File: src/rtl/dahf_pkg.sv
package dahf_pkg;
    localparam int ADDR_W    = 48;
    localparam int BYTE_W    = 8;
    localparam int IDX_W     = 6;
    localparam int NUM_BYTES = ADDR_W / BYTE_W;
    localparam int HASH_BITS = 1 << IDX_W;
    localparam int WORD_W    = HASH_BITS / 2;
    localparam int CNT_W     = $clog2(NUM_BYTES + 1);

    typedef struct packed {
        logic [CNT_W-1:0] cnt;      // bytes taken; NUM_BYTES means idle
        logic [IDX_W-1:0] idx;      // running folded index
        logic             grp;      // address bit 0
        logic             ones;     // every byte so far all ones
        logic             dvalid;
        logic             daccept;
        logic             dmcast;
    } flt_state_t;
endpackage

File: src/rtl/dahf_fold.sv
// Folds one address byte into the 6-bit index, given its position.
module dahf_fold
    import dahf_pkg::*;
(
    input  logic [BYTE_W-1:0] byte_i,
    input  logic [CNT_W-1:0]  pos_i,
    output logic [IDX_W-1:0]  contrib_o
);
    logic [NUM_BYTES-1:0][IDX_W-1:0] parts;

    for (genvar gp = 0; gp < NUM_BYTES; gp++) begin : g_pos
        logic [IDX_W-1:0] part;
        always_comb begin
            part = '0;
            for (int j = 0; j < BYTE_W; j++) begin
                part[(gp * BYTE_W + j) % IDX_W] = part[(gp * BYTE_W + j) % IDX_W] ^ byte_i[j];
            end
        end
        assign parts[gp] = part;
    end

    always_comb begin
        contrib_o = '0;
        for (int p = 0; p < NUM_BYTES; p++) begin
            if (pos_i == CNT_W'(p)) contrib_o = parts[p];
        end
    end
endmodule

File: src/rtl/dahf_lookup.sv
// Selects the table bit addressed by the folded index.
module dahf_lookup
    import dahf_pkg::*;
(
    input  logic [WORD_W-1:0] lo_i,
    input  logic [WORD_W-1:0] hi_i,
    input  logic [IDX_W-1:0]  idx_i,
    output logic              hit_o
);
    logic [HASH_BITS-1:0] table_w;
    assign table_w = {hi_i, lo_i};
    assign hit_o   = table_w[idx_i];
endmodule

File: src/rtl/dahf_decide.sv
// Qualifies a table hit with group bit, enables and overrides.
module dahf_decide (
    input  logic grp_i,
    input  logic bcast_i,
    input  logic hit_i,
    input  logic uni_en_i,
    input  logic multi_en_i,
    input  logic copy_all_i,
    input  logic bcast_rej_i,
    output logic accept_o
);
    logic uni_ok, multi_ok, bcast_ok;

    always_comb begin
        uni_ok   = !grp_i && uni_en_i && hit_i;
        multi_ok = grp_i && multi_en_i && hit_i;
        bcast_ok = bcast_i && !bcast_rej_i;
        accept_o = copy_all_i || bcast_ok || uni_ok || multi_ok;
    end
endmodule

File: src/rtl/dahash_filter.sv
module dahash_filter
    import dahf_pkg::*;
(
    input  logic              clk,
    input  logic              rst_n,
    input  logic              rx_valid,
    input  logic              rx_sof,
    input  logic [BYTE_W-1:0] rx_byte,
    input  logic              cfg_uni_en,
    input  logic              cfg_multi_en,
    input  logic              cfg_copy_all,
    input  logic              cfg_bcast_reject,
    input  logic [WORD_W-1:0] hash_lo,
    input  logic [WORD_W-1:0] hash_hi,
    output logic              dec_valid,
    output logic              dec_accept,
    output logic              dec_multicast
);
    localparam logic [CNT_W-1:0] LAST_POS = CNT_W'(NUM_BYTES - 1);
    localparam logic [CNT_W-1:0] IDLE_CNT = CNT_W'(NUM_BYTES);

    flt_state_t q, d;

    logic             take;
    logic [CNT_W-1:0] pos;
    logic [IDX_W-1:0] contrib;
    logic [IDX_W-1:0] new_idx;
    logic             new_grp;
    logic             new_ones;
    logic             hit;
    logic             accept;

    assign take     = rx_valid && (rx_sof || (q.cnt < IDLE_CNT));
    assign pos      = rx_sof ? '0 : q.cnt;
    assign new_idx  = (rx_sof ? '0 : q.idx) ^ contrib;
    assign new_grp  = (pos == '0) ? rx_byte[0] : q.grp;
    assign new_ones = (rx_sof ? 1'b1 : q.ones) && (&rx_byte);

    dahf_fold u_fold (
        .byte_i    (rx_byte),
        .pos_i     (pos),
        .contrib_o (contrib)
    );

    dahf_lookup u_lookup (
        .lo_i  (hash_lo),
        .hi_i  (hash_hi),
        .idx_i (new_idx),
        .hit_o (hit)
    );

    dahf_decide u_decide (
        .grp_i       (new_grp),
        .bcast_i     (new_ones),
        .hit_i       (hit),
        .uni_en_i    (cfg_uni_en),
        .multi_en_i  (cfg_multi_en),
        .copy_all_i  (cfg_copy_all),
        .bcast_rej_i (cfg_bcast_reject),
        .accept_o    (accept)
    );

    always_comb begin
        d         = q;
        d.dvalid  = 1'b0;
        d.daccept = 1'b0;
        d.dmcast  = 1'b0;
        if (take) begin
            d.cnt  = pos + 1'b1;
            d.idx  = new_idx;
            d.grp  = new_grp;
            d.ones = new_ones;
            if (pos == LAST_POS) begin
                d.dvalid  = 1'b1;
                d.daccept = accept;
                d.dmcast  = new_grp;
            end
        end
    end

    always_ff @(posedge clk or negedge rst_n) begin
        if (!rst_n) begin
            q <= '{cnt: IDLE_CNT, idx: '0, grp: 1'b0, ones: 1'b0,
                   dvalid: 1'b0, daccept: 1'b0, dmcast: 1'b0};
        end else begin
            q <= d;
        end
    end

    assign dec_valid     = q.dvalid;
    assign dec_accept    = q.daccept;
    assign dec_multicast = q.dmcast;
endmodule

File: config.mk
export PLATFORM = sky130hd
export DESIGN_NAME = dahash_filter
export DESIGN_NICKNAME = d
export VERILOG_FILES = /design/src/rtl/dahf_pkg.sv /design/src/rtl/dahf_fold.sv /design/src/rtl/dahf_lookup.sv /design/src/rtl/dahf_decide.sv /design/src/rtl/dahash_filter.sv
export SDC_FILE = /design/constraint.sdc
export NUM_CORES = 1
export LEC_CHECK = 0
export BUFFER_PORTS_ARGS = -buffer_cell sky130_fd_sc_hd__clkbuf_2
export CAP_MARGIN = 5
export CORE_ASPECT_RATIO = 0.5
export CORE_MARGIN = 4
export CORE_UTILIZATION = 44
export DETAILED_ROUTE_END_ITERATION = 12
export PLACE_DENSITY = 0.74
export SYNTH_ARGS = -nofsm -noshare
export SYNTH_HDL_FRONTEND = slang
export SYNTH_SLANG_ARGS = --single-unit
File: constraint.sdc
create_clock -name clk -period 7.9 [get_ports clk]
set_input_delay 0.395 -clock clk [delete_from_list [all_inputs] [get_ports clk]]
set_output_delay 0.395 -clock clk [all_outputs]
set_load 0.02 [all_outputs]
==> results of run 1 <==
where the power goes:
| part | total (W) | switching [W] | internal (W) |
|---|---|---|---|
| sequential | 0.000119 | 0.0000212 | 0.0000978 |
| combinational | 0.000563 | 0.000317 | 0.000246 |
| clock | 0.0000613 | 0.0000256 | 0.0000357 |
| total | 0.000743 | 0.000364 | 0.000379 |
how the worst min path moves through the flow:
stage / slack, ns / start / end / cells after the start
4_1_cts: 0.06 / rst_n / dec_valid$_DFF_PN0_ / 1
3_3_place_gp: 0.31 / rst_n / q[8]$_DFFE_PN0P_ / 1
6_report: 0.05 / rst_n / dec_valid$_DFF_PN0_ / 1
3_5_place_dp: 0.32 / rst_n / dec_valid$_DFF_PN0_ / 1
2_1_floorplan: 0.1 / rst_n / dec_accept$_DFF_PN0_ / 0
5_1_grt: 0.08 / rst_n / dec_valid$_DFF_PN0_ / 1
per-layer routing:
metal | GRT usage [%] | vias up | part of all wire, % | wire length (um)
met5 | 0 | - | 0 | 0
met4 | 3.058 | 0 | 0.55 | 38
met3 | 3.505 | 6 | 6.8 | 471
met2 | 36.52 | 87 | 47 | 3233
met1 | 27.69 | 1162 | 46 | 3170
li1 | - | 1204 | - | -
layout make-up:
class	instances	area [um2]	share of cell area [%]
Sequential cell	14	352.8	13.08
Tap cell	70	87.58	3.247
Inverter	9	33.78	1.252
Multi-Input combinational cell	236	1760	65.26
Timing Repair Buffer	83	417.9	15.49
Clock buffer	4	45.04	1.670
worst register-to-register path: cells and delay by family (launching register included):
| family | cells | cell delay, ns |
|---|---|---|
| compound gates | 6 | 1.92 |
| fa+ha+maj | 1 | 0.32 |
| flops | 1 | 0.59 |
| mux | 1 | 0.27 |
| simple gates | 4 | 0.97 |
flip-flops by register name (all words and copies together) (netlist names):
name	count
q	11
dec_accept	1
dec_multicast	1
dec_valid	1
logic make-up (layout without fill, tap and decap cells):
family	count (synthesis)	count (layout)
simple gates	92	92
compound gates	93	93
xor+xnor	10	10
mux	38	38
fa+ha+maj	3	3
buf+inv	25	96
flops	14	14
placed cells by master, fill, tap and decap left out, types with 5 or more instances in the layout:
cell type  netlist  final
nor2_1          17     17
nor3_1           5      5
a21o_1           7      7
a221oi_1         5      5
mux2_2           9      9
nor2b_1          6      6
o211ai_1         5      5
clkbuf_2         0     82
o21ai_0         17     17
inv_1            9      9
xnor2_1          5      5
nand3_1          6      6
a21oi_1         10     10
nand2_1         31     31
nand2b_1         7      7
dfrtp_1         12     12
mux2i_1         26     26
metrics by stage:
stage / worst slack [ns] / std cells / instance area [um2] / power (W)
2_1_floorplan: 4.263 / 275 / 2236 / 0.0005698
3_3_place_gp: 3.607 / 412 / 2653 / 0.0006611
3_5_place_dp: 3.581 / 412 / 2653 / 0.0006755
4_1_cts: 3.818 / 416 / 2698 / 0.0007384
5_1_grt: 3.410 / 416 / 2698 / 0.0008000
6_report: 3.727 / 416 / 2698 / 0.0007434
==> results.toml, run 1 <==
[cts]
cts_setup_buffers = 0
cts_sinks = 14
cts_tree = "done"
clk_latency_ns = 0.25
cts_made_buffers = 3
clk_pin_slew_ns = 0.06
hold_buffers = 0
cts_htree_levels = 1
clockBufferDepth = 2
root_buffer = "clkbuf_8"
cts_resized = 0

[timing]
fmax_mhz = 239.6
slew_headroom_pct = 39.44
final_hold_viol_count = 0
setup_viol = 0
final.period_utilization_pct = 52.83
drv_slew = 0
fin_crit_ns = 4.173
fin_skew_ns = 0.003260
worst_pin_slew_ns = 0.9077
fin_setup_tns_ns = 0
rsz0062_at_grt = "false"
hold_slack_ns = 0.04829

[grt]
grt_pass1_vias = 2360
grt_max_degree = 30
antenna_found_initial = 0
grt.total_usage_pct = 20.77
gr-total-overflow = 0
grt_pass1_wl_mm = 10.82

[synth]
synthSimpleGateAreaFrac_pct = 21.15
synth_xor_area_share_pct = 4.253
synth-async-reset-ratio_pct = 100.0
synth_top_area_share_pct = 13.43
synth-main-ff-cell = "dfrtp_1"
synth_area_um2 = 2236
synth.most_common_cell = "nand2_1"
synth_mux_area_share_pct = 18.80
ys_warn_count = 0
synthAdderAreaFrac_pct = 1.679
synth_compound_area_share_pct = 32.57
synth_nets = 358
synth_cells = 275
synth_area_per_cell_um2 = 8.131
synth_common_cells = "31 x nand2_1, 26 x mux2i_1, 17 x nor2_1, 17 x o21ai_0, 12 x dfrtp_1"
synth-seq-cells = 14
synth_top_family_by_area = "compound AO/OA/AOI/OAI gates"
synth_top_area_cell = "dfrtp_1"
synth_cell_types = 71
synth_area_leaders = "dfrtp_1 13%, mux2i_1 12%, nand2_1 5.2%, mux2_2 4.5%, o21ai_0 3.8%"
synth-edff-count = 0
ys_seq_area_share_pct = 15.78

[worst_setup_path]
startpoint = "q[12]$_DFFE_PN1P_"
crit_buf_inv = 0
crit_chain = "nand2b_1 -> ha_1 -> or4_1 -> and3_4 -> o311ai_1 -> mux2i_1 -> a221oi_1 -> nand2_1 -> a311o_1 -> a2111oi_2 -> a2111oi_1 -> a22o_1"
worst_path_largest_cell_delay_ns = 0.59
crit_cells = 12
criticalPathCategory = "flop to flop"
critPathSlowestCell = "dfstp_2"
r2r_slack_ns = 3.73
path_delay_family = "compound AO/OA/AOI/OAI gates"
reg2regPathDepth = 12
worstPathArrival_ns = 4.31
startpoint_type = "flop"
cp-end-kind = "flop"
reg2reg_to = "dec_accept$_DFF_PN0_"
endpoint = "dec_accept$_DFF_PN0_"
reg2reg_from = "q[12]$_DFFE_PN1P_"
critical_path.max_fanout = 12
cp.required_ns = 8.04

[floorplanning]
die_area_um2 = 6355
die_h_um = 58.41
core_area_um2 = 4910
die_w_um = 108.8
ios = 83
start_util_pct = 45.54
fp-row-count = 18

[drt]
wire_per_inst_um = 16.62
drc = 0
wl_mm = 6.913
antenna_left = 0
drt-initial-drc-count = 137
vias_per_cell = 5.911
dr.pass1.iters = 4
vias = 2459

[power]
total_leakage_power_nw = 1.231
powerDensity_nw_per_um2 = 275.6
peakVddDrop_mv = 0.1487

[finish]
drive_gt1_share_pct = 32.08
syn_to_final_growth_pct = 20.65
fillCellCount = 483
antenna_cells = 0
final_core_util_pct = 54.94
nets = 430

[hold_path]
min_path_type = "input port to asynchronous set/reset pin"

[run_status]
status = "finished clean"

[place]
routabilityCongestion = 0.9000
io_buffer_count = 82
dp_hpwl_mm = 5.625

[job]
max_cap_viol_count = 0
No activity file was read; power rests on OpenSTA's default activity.
==> inputs of run 2 (changes only) <==
--- a/config.mk
+++ b/config.mk
@@ -11,7 +11,7 @@
 export CORE_MARGIN = 4
 export CORE_UTILIZATION = 44
 export DETAILED_ROUTE_END_ITERATION = 12
-export PLACE_DENSITY = 0.74
+export PLACE_DENSITY = 0.76
 export SYNTH_ARGS = -nofsm -noshare
 export SYNTH_HDL_FRONTEND = slang
 export SYNTH_SLANG_ARGS = --single-unit
==> constraint.sdc (replaced) <==
create_clock -name clk -period 3.5 [get_ports clk]
set_input_delay 0.175 -clock clk [delete_from_list [all_inputs] [get_ports clk]]
set_output_delay 0.175 -clock clk [all_outputs]
set_load 0.02 [all_outputs]
==> results.toml, run 2 (synthesis results as in run 1) <==
[finish]
fillCellCount = 431
regMostFlops = "q"
drive_gt1_share_pct = 45.62
antenna_cells = 0
largest_reg_flops = 11
syn_to_final_growth_pct = 43.14
layout_common_cells = "82 x clkbuf_2, 41 x buf_4, 31 x nand2_1, 25 x mux2i_1"
final_core_util_pct = 65.19
fin_area_um2 = 3201
finalNonFillerCells = 458
nets = 472
mostFrequentLayoutCell = "clkbuf_2"

[power]
switchingPower_w = 0.0009825
swShare_pct = 45.99
p_clk_share_pct = 6.6
p_seq_share_pct = 11.8
comb_power_share_pct = 81.5
powerDensity_nw_per_um2 = 667.5
internal_power_w = 0.001154
total_leakage_power_nw = 1.465
peakVddDrop_mv = 0.3297

[grt]
gr-total-overflow = 0
grt_pass1_vias = 2488
grt_pass1_wl_mm = 11.66
grt_max_degree = 18
grt.total_usage_pct = 22.65
antenna_found_initial = 0

[place]
routabilityCongestion = 0.9445
place_inst = 451
placed_area_um2 = 2958
place_ws_ns = -0.1477
dp_hpwl_mm = 6.123
io_buffer_count = 82

[timing]
drv_slew = 0
setup_viol = 0
final_hold_viol_count = 0
final.period_utilization_pct = 96.67
fin_crit_ns = 3.383
fin_skew_ns = 0.01086
fmax_mhz = 295.6
fin_setup_tns_ns = 0
setup_ws_ns = 0.1167
slew_headroom_pct = 56.29
worst_pin_slew_ns = 0.6510

[floorplanning]
die_area_um2 = 6355
start_util_pct = 45.54
ios = 83
die_h_um = 58.41
die_w_um = 108.8
core_area_um2 = 4910
fp-row-count = 18

[drt]
dr.pass1.iters = 7
wire_per_inst_um = 16.78
drc = 0
vias_per_cell = 5.908
antenna_left = 0
vias = 2706
drt-initial-drc-count = 176
wl_mm = 7.685

[worst_setup_path]
criticalPathCategory = "flop to flop"
reg2reg_to = "dec_accept$_DFF_PN0_"
reg2reg_from = "q[12]$_DFFE_PN1P_"
critPathSlowestCell = "dfstp_2"
endpoint = "dec_accept$_DFF_PN0_"
crit_chain = "nand2b_1 -> ha_2 -> or4_4 -> and3_4 -> o311a_4 -> a21o_4 -> or2_4 -> a221o_1 -> a311o_1 -> a21oi_2 -> a221oi_2 -> a22o_1"
cp.required_ns = 3.65
reg2regPathDepth = 12
r2r_slack_ns = 0.12
worstPathArrival_ns = 3.53
critical_path.max_fanout = 6
worst_path_largest_cell_delay_ns = 0.53
startpoint = "q[12]$_DFFE_PN1P_"
startpoint_type = "flop"
cp-end-kind = "flop"

[cts]
root_buffer = "clkbuf_8"
cts_htree_levels = 1
cts_sinks = 14
clockBufferDepth = 2
cts_tree = "done"
cts_made_buffers = 3
clk_latency_ns = 0.25
clk_pin_slew_ns = 0.07

[run_status]
status = "finished clean"

[hold_path]
min_path_type = "input port to flop"

[job]
max_cap_viol_count = 0
## run 2: critical path, delay by kind of cell, from the launching register on
kind	cells	cell delay [ns]
compound gates	7	1.54
simple gates	4	1.04
flops	1	0.53
fa+ha+maj	1	0.19
## run 2: timing repair
item,in CTS,in global routing
setup buffers,2,0
endpoints found under the setup margin,1,1
hold endpoints to repair,12,0
gates resized for setup,4,28
pin swaps,2,8
hold buffers,1,0
## run 2: metrics by stage
step	hold slack (ns)	total power (W)
finish	0.1336	0.002136
global route	0.1292	0.002274
CTS	0.1274	0.001988
detailed placement	0.1073	0.001787
global placement	0.09975	0.001741
floorplan	-0.1206	0.001286
## run 2: worst min-delay path by stage
stage	from	end	slack, ns	cells past startpoint
floorplan	rst_n	dec_accept$_DFF_PN0_	-0.12	0
global placement	rst_n	q[7]$_DFFE_PN0P_	0.1	1
detailed placement	rst_n	q[7]$_DFFE_PN0P_	0.11	1
CTS	rx_valid	q[12]$_DFFE_PN1P_	0.13	2
global route	rx_valid	q[12]$_DFFE_PN1P_	0.13	2
finish	rx_valid	q[12]$_DFFE_PN1P_	0.13	2
## run 2: cell type report
type	count	area [um2]	area share, %
repair buffers	125	748.2	23.38
multi-input cells	236	1933	60.40
inverters	9	33.78	1.056
flip-flops and latches	14	352.8	11.02
well taps	70	87.58	2.737
clock buffers	4	45.04	1.407
## run 2: metal layers
metal,global-route usage (%),part of all wire (%),up-vias
met5,0,0,-
met1,31.50,44,1289
li1,-,-,1295
met3,2.519,6.9,14
met2,38.37,48,108
met4,4.856,1.2,0
## run 2: power by group through the flow
stage / Sequential (W) / Combinational (W) / Clock (W)
3_3_place_gp: 0.000252 / 0.00149 / 0
5_1_grt: 0.000257 / 0.00186 / 0.000154
3_5_place_dp: 0.000254 / 0.00153 / 0
2_1_floorplan: 0.000248 / 0.00104 / 0
6_report: 0.000253 / 0.00174 / 0.000142
4_1_cts: 0.000252 / 0.00159 / 0.000145
